--- config.mk ---
export PLATFORM = sky130hd
export DESIGN_NAME = cex_ctrl
export DESIGN_NICKNAME = d
export VERILOG_FILES = /design/src/rtl/cex_pkg.sv /design/src/rtl/cex_pred_eval.sv /design/src/rtl/cex_gate.sv /design/src/rtl/cex_flag_reg.sv /design/src/rtl/cex_ctrl.sv
export SDC_FILE = /design/constraint.sdc
export NUM_CORES = 1
export LEC_CHECK = 0
export BUFFER_PORTS_ARGS = -buffer_cell sky130_fd_sc_hd__buf_2
export CAP_MARGIN = 10
export CORE_AREA = 2 2 39 41
export CTS_CLUSTER_SIZE = 14
export DETAILED_ROUTE_END_ITERATION = 10
export DIE_AREA = 0 0 41 43
export GPL_TIMING_DRIVEN = 0
export PLACE_DENSITY = 0.58
export SYNTH_ARGS = -nofsm -noshare
export SYNTH_HDL_FRONTEND = slang
export SYNTH_SLANG_ARGS = --single-unit
--- constraint.sdc ---
create_clock -name clk -period 1.8 [get_ports clk]
set_clock_uncertainty 0.1 [all_clocks]
set_input_delay 0.18 -clock clk [delete_from_list [all_inputs] [get_ports clk]]
set_output_delay 0.18 -clock clk [all_outputs]
set_load 0.02 [all_outputs]
--- src/rtl/cex_pkg.sv ---
package cex_pkg;

    localparam int COND_W    = 4;
    localparam int FLAG_W    = 4;
    localparam int NUM_CODES = 1 << COND_W;

    typedef struct packed {
        logic n;
        logic z;
        logic c;
        logic v;
    } cex_flags_t;

    typedef enum logic [COND_W-1:0] {
        PR_ZSET   = 4'h0,
        PR_ZCLR   = 4'h1,
        PR_CSET   = 4'h2,
        PR_CCLR   = 4'h3,
        PR_NSET   = 4'h4,
        PR_NCLR   = 4'h5,
        PR_VSET   = 4'h6,
        PR_VCLR   = 4'h7,
        PR_UABOVE = 4'h8,
        PR_UNOTAB = 4'h9,
        PR_SGE    = 4'hA,
        PR_SLT    = 4'hB,
        PR_SGT    = 4'hC,
        PR_SLE    = 4'hD,
        PR_ALWAYS = 4'hE,
        PR_NEVER  = 4'hF
    } cex_pred_e;

    typedef struct packed {
        logic reg_we;
        logic flag_we;
    } cex_gate_t;

    function automatic logic pred_holds(cex_pred_e p, cex_flags_t f);
        logic nv_eq;
        nv_eq = (f.n == f.v);
        unique case (p)
            PR_ZSET:   return f.z;
            PR_ZCLR:   return !f.z;
            PR_CSET:   return f.c;
            PR_CCLR:   return !f.c;
            PR_NSET:   return f.n;
            PR_NCLR:   return !f.n;
            PR_VSET:   return f.v;
            PR_VCLR:   return !f.v;
            PR_UABOVE: return f.c && !f.z;
            PR_UNOTAB: return !f.c || f.z;
            PR_SGE:    return nv_eq;
            PR_SLT:    return !nv_eq;
            PR_SGT:    return !f.z && nv_eq;
            PR_SLE:    return f.z || !nv_eq;
            PR_ALWAYS: return 1'b1;
            default:   return 1'b0;
        endcase
    endfunction

endpackage

--- src/rtl/cex_pred_eval.sv ---
module cex_pred_eval
    import cex_pkg::*;
(
    input  cex_flags_t           flags,
    input  logic [COND_W-1:0]    code,
    output logic                 holds
);
    logic [NUM_CODES-1:0] hit;

    for (genvar i = 0; i < NUM_CODES; i++) begin : g_code
        localparam logic [COND_W-1:0] CI = COND_W'(i);
        assign hit[i] = pred_holds(cex_pred_e'(CI), flags);
    end

    assign holds = hit[code];

    always_comb begin
        if (code == PR_ALWAYS) assert_always_R6: assert (holds);
        if (code == PR_NEVER)  assert_never_R6:  assert (!holds);
    end
endmodule

--- src/rtl/cex_gate.sv ---
module cex_gate
    import cex_pkg::*;
(
    input  logic      issue,
    input  logic      holds,
    input  logic      want_wr,
    input  logic      set_flags,
    output logic      pass,
    output cex_gate_t gate
);
    assign pass         = issue && holds;
    assign gate.reg_we  = pass && want_wr;
    assign gate.flag_we = pass && set_flags;
endmodule

--- src/rtl/cex_flag_reg.sv ---
module cex_flag_reg
    import cex_pkg::*;
#(
    parameter logic [FLAG_W-1:0] RESET_FLAGS = '0
) (
    input  logic       clk,
    input  logic       rst,
    input  logic       we,
    input  cex_flags_t d,
    output cex_flags_t q
);
    always_ff @(posedge clk) begin
        if (rst)     q <= cex_flags_t'(RESET_FLAGS);
        else if (we) q <= d;
    end

    assert_load_R8: assert property (@(posedge clk) disable iff (rst)
        we |=> (q == $past(d)));
    assert_keep_R9: assert property (@(posedge clk) disable iff (rst)
        !we |=> $stable(q));
endmodule

--- src/rtl/cex_ctrl.sv ---
module cex_ctrl
    import cex_pkg::*;
#(
    parameter logic [FLAG_W-1:0] RESET_FLAGS = '0
) (
    input  logic              clk,
    input  logic              rst,
    input  logic              issue_i,
    input  logic [COND_W-1:0] cond_i,
    input  logic              set_flags_i,
    input  logic [FLAG_W-1:0] alu_flags_i,
    input  logic              want_wr_i,
    output logic              pass_o,
    output logic              wr_en_o,
    output logic [FLAG_W-1:0] flags_o
);
    cex_flags_t cur_flags;
    logic       holds;
    cex_gate_t  gate;

    cex_pred_eval u_eval (
        .flags (cur_flags),
        .code  (cond_i),
        .holds (holds)
    );

    cex_gate u_gate (
        .issue     (issue_i),
        .holds     (holds),
        .want_wr   (want_wr_i),
        .set_flags (set_flags_i),
        .pass      (pass_o),
        .gate      (gate)
    );

    cex_flag_reg #(.RESET_FLAGS(RESET_FLAGS)) u_flags (
        .clk (clk),
        .rst (rst),
        .we  (gate.flag_we),
        .d   (cex_flags_t'(alu_flags_i)),
        .q   (cur_flags)
    );

    assign wr_en_o = gate.reg_we;
    assign flags_o = cur_flags;

    assert_idle_R10: assert property (@(posedge clk) disable iff (rst)
        !issue_i |-> (!pass_o && !wr_en_o));
    assert_fail_nowrite_R7: assert property (@(posedge clk) disable iff (rst)
        (issue_i && !pass_o) |-> !wr_en_o);
    assert_fail_keep_R9: assert property (@(posedge clk) disable iff (rst)
        (issue_i && !pass_o) |=> $stable(flags_o));
    assert_update_R8: assert property (@(posedge clk) disable iff (rst)
        (pass_o && set_flags_i) |=> (flags_o == $past(alu_flags_i)));
endmodule

==> impl_metrics.env <==
export IMPL_status="finished, violations left"
export IMPL_violations="setup timing"
export IMPL_synth_most_common_cell="or2b_2"
export IMPL_dr_pass1_iters=1
export IMPL_yosysSeqAreaShare_pct=25.4
export IMPL_hold_worst_slack_ns=0.110
export IMPL_fillers=140
export IMPL_vias=303
export IMPL_cts_sinks=4
export IMPL_slew_headroom_pct=82.0
export IMPL_synthXorXnorAreaFrac_pct=8.33
export IMPL_syn_area_um2=315
export IMPL_r2r_start="u_flags.q[0]$_SDFFE_PP0P_"
export IMPL_critical_path_endpoint="wr_en_o"
export IMPL_cp_data_arrival_time_ns=1.53
export IMPL_largest_reg_flops=4
export IMPL_vias_per_cell=4.27
export IMPL_cp_cell_sequence="mux2i_1 -> nor3b_1 -> a311oi_2 -> xnor2_1 -> and3_1 -> buf_6"
export IMPL_drv_slew=0
export IMPL_syn2layout_area_growth_pct=55.2
export IMPL_wl_per_cell_um=9.59
export IMPL_synth_area_per_cell_um2=9.85
export IMPL_start_kind="flip-flop"
export IMPL_die_h_um=43
export IMPL_synth_top_family_by_area="simple AND/OR/NAND/NOR gates"
export IMPL_hp_class="in2reg"
export IMPL_path_delay_family="flip-flops"
export IMPL_nets=70
export IMPL_ant_nets=0
export IMPL_num_rows=14
export IMPL_antenna_found_initial=0
export IMPL_clk_pin_slew_ns=0.04
export IMPL_n_antenna_cell=0
export IMPL_track_usage_pct=8.43
export IMPL_final_util_pct=35.4
export IMPL_insertion_delay_ns=0.23
export IMPL_crit_buf_inv=1
export IMPL_cts_buffers=3
export IMPL_floorplan_initialDensity_pct=22.8
export IMPL_synth_edf_count=0
export IMPL_finalWorstSetupSlack_ns=-0.00919
export IMPL_core_area_um2=1380
export IMPL_clockBufferDepth=2
export IMPL_grt_pass1_wl_um=952
export IMPL_yosys_warnings=0
export IMPL_synth_compound_area_share_pct=7.14
export IMPL_gp_congestion=0.638
export IMPL_top_register="u_flags.q"
export IMPL_stdcell_area_um2=489
export IMPL_r2r_end="u_flags.q[3]$_SDFFE_PP0P_"
export IMPL_vdd_ir_drop_worst_mv=0.432
export IMPL_io_buffers=18
export IMPL_dpl_cell_area_um2=428
export IMPL_synth_top_area_cell="dfxtp_1"
export IMPL_holdBufCountCts=0
export IMPL_synth_area_leaders="dfxtp_1, or2b_2, mux2i_1"
export IMPL_tritoncts="yes"
export IMPL_p_leak_nw=0.227
export IMPL_rsz0062_at_grt="yes"
export IMPL_synthAdderAreaFrac_pct=0
export IMPL_path_class="reg2out"
export IMPL_period_needed_ns=1.81
export IMPL_grt_overflow_total=0
export IMPL_tightestPinTransition_ns=0.265
export IMPL_drive_above_1_share_pct=61.8
export IMPL_r2r_setup_slack_ns=0.08
export IMPL_synth_flop_cell="dfxtp_1"
export IMPL_synth_nets=45
export IMPL_drc=0
export IMPL_power_density_nw_per_um2=599
export IMPL_die_x_um=41
export IMPL_synthCells=32
export IMPL_htreeDepth=1
export IMPL_dp_hpwl_um=516
export IMPL_yosysTopAreaCellShare_pct=25.4
export IMPL_synthMuxAreaShare_pct=23.4
export IMPL_startpoint="u_flags.q[0]$_SDFFE_PP0P_"
export IMPL_grt_max_degree=9
export IMPL_required_ns=1.52
export IMPL_drtIter0Drc=0
export IMPL_crit_slowest_cell="dfxtp_4"
export IMPL_io_pins=19
export IMPL_design_die_area_um2=1760
export IMPL_grt_pass1_vias=239
export IMPL_cts_root_buf="clkbuf_4"
export IMPL_synth_seq_cells=4
export IMPL_critPathMaxFanout=4
export IMPL_critPathCaptureType="output port"
export IMPL_max_freq_mhz=553
export IMPL_finalHoldViolCount=0
export IMPL_r2r_cells=6
export IMPL_cap_violations=0
export IMPL_drt_total_wl_um=681
export IMPL_min_period_over_period_pct=101
export IMPL_post_place_ws_ns=-0.0131
export IMPL_setup_viol=1
export IMPL_p_total_mw=0.293
export IMPL_synth_commonest_cells="or2b_2, mux2i_1, dfxtp_1"
export IMPL_yosysUniqueCellTypes=17
export IMPL_reg_largest_list="u_flags.q x4"
export IMPL_worstSetupPathDepth=6
export IMPL_synthSimpleGateAreaFrac_pct=35.7
export IMPL_async_flop_share_pct=0
export IMPL_cpPeakStageDelay_ns=0.34
[layer usage]
layer  vias to the layer above  GRT usage [%]  part of all wire (%)
met4                         0           6.00                     0
met3                         0           4.71                    10
met1                       127           9.00                    47
li1                        163              -                     -
met2                        13           11.9                    42
met5                         -              0                     0
[worst min-delay path, cell delays in order]
cell      delay, ns
buf_2          0.10
nand2b_1       0.05
mux2i_1        0.06
[how the worst min path moves through the flow]
stage	start	to	slack, ns	cells after the start
finish	alu_flags_i[1]	u_flags.q[1]$_SDFFE_PP0P_	0.11	3
floorplan	alu_flags_i[1]	u_flags.q[1]$_SDFFE_PP0P_	0.23	2
detailed placement	alu_flags_i[1]	u_flags.q[1]$_SDFFE_PP0P_	0.36	3
global placement	alu_flags_i[1]	u_flags.q[1]$_SDFFE_PP0P_	0.36	3
global route	alu_flags_i[1]	u_flags.q[1]$_SDFFE_PP0P_	0.12	3
CTS	alu_flags_i[1]	u_flags.q[1]$_SDFFE_PP0P_	0.11	3
[final cells by class]
type | instances | area (µm²) | area share (%)
repair buffers | 20 | 118 | 24.0
multi-input cells | 28 | 244 | 49.9
well taps | 16 | 20.0 | 4.09
flip-flops and latches | 4 | 85.1 | 17.4
clock buffers | 3 | 22.5 | 4.60
[per-stage QoR]
stage | TNS, ns | instances
floorplan | 0 | 32
global placement | -0.0195 | 66
detailed placement | -0.0288 | 66
CTS | -0.00912 | 70
global route | -0.341 | 71
finish | -0.00919 | 71
[cell families after synthesis]
kind of cell | Yosys count
AOI/OAI and AO/OA | 2
xor gates and xnor gates | 3
DFF | 4
muxes | 7
and+or+nand+nor | 16
[cell usage in the layout (no fill, tap or decap)]
master	count
and2_1	1
dfxtp_1	2
nand3_1	1
dfxtp_4	1
nand3b_1	1
xor2_1	2
buf_2	16
o21bai_1	1
mux2i_4	1
nor3b_1	1
nor2_1	1
buf_6	2
or2b_2	7
and3_1	1
nand2b_1	1
nor3_1	1
mux2i_1	6
a311oi_2	1
buf_4	2
xnor2_1	1
dfxtp_2	1
clkbuf_4	3
nand2_1	1
[power by group]
part | switching (mW) | internal, mW | leakage, nW
Sequential | 0.00389 | 0.0928 | 0.0337
Clock | 0.0346 | 0.0744 | 0.0138
Combinational | 0.0392 | 0.0480 | 0.179
[what timing repair did]
item	CTS	global route
gates resized for setup	2	4
endpoints found under the setup margin	6	6
gates cloned	0	0
hold endpoints to repair	0	0
pin swaps	2	1
buffers inserted	1	1
Note: power is estimated with default switching activity, not from simulation.
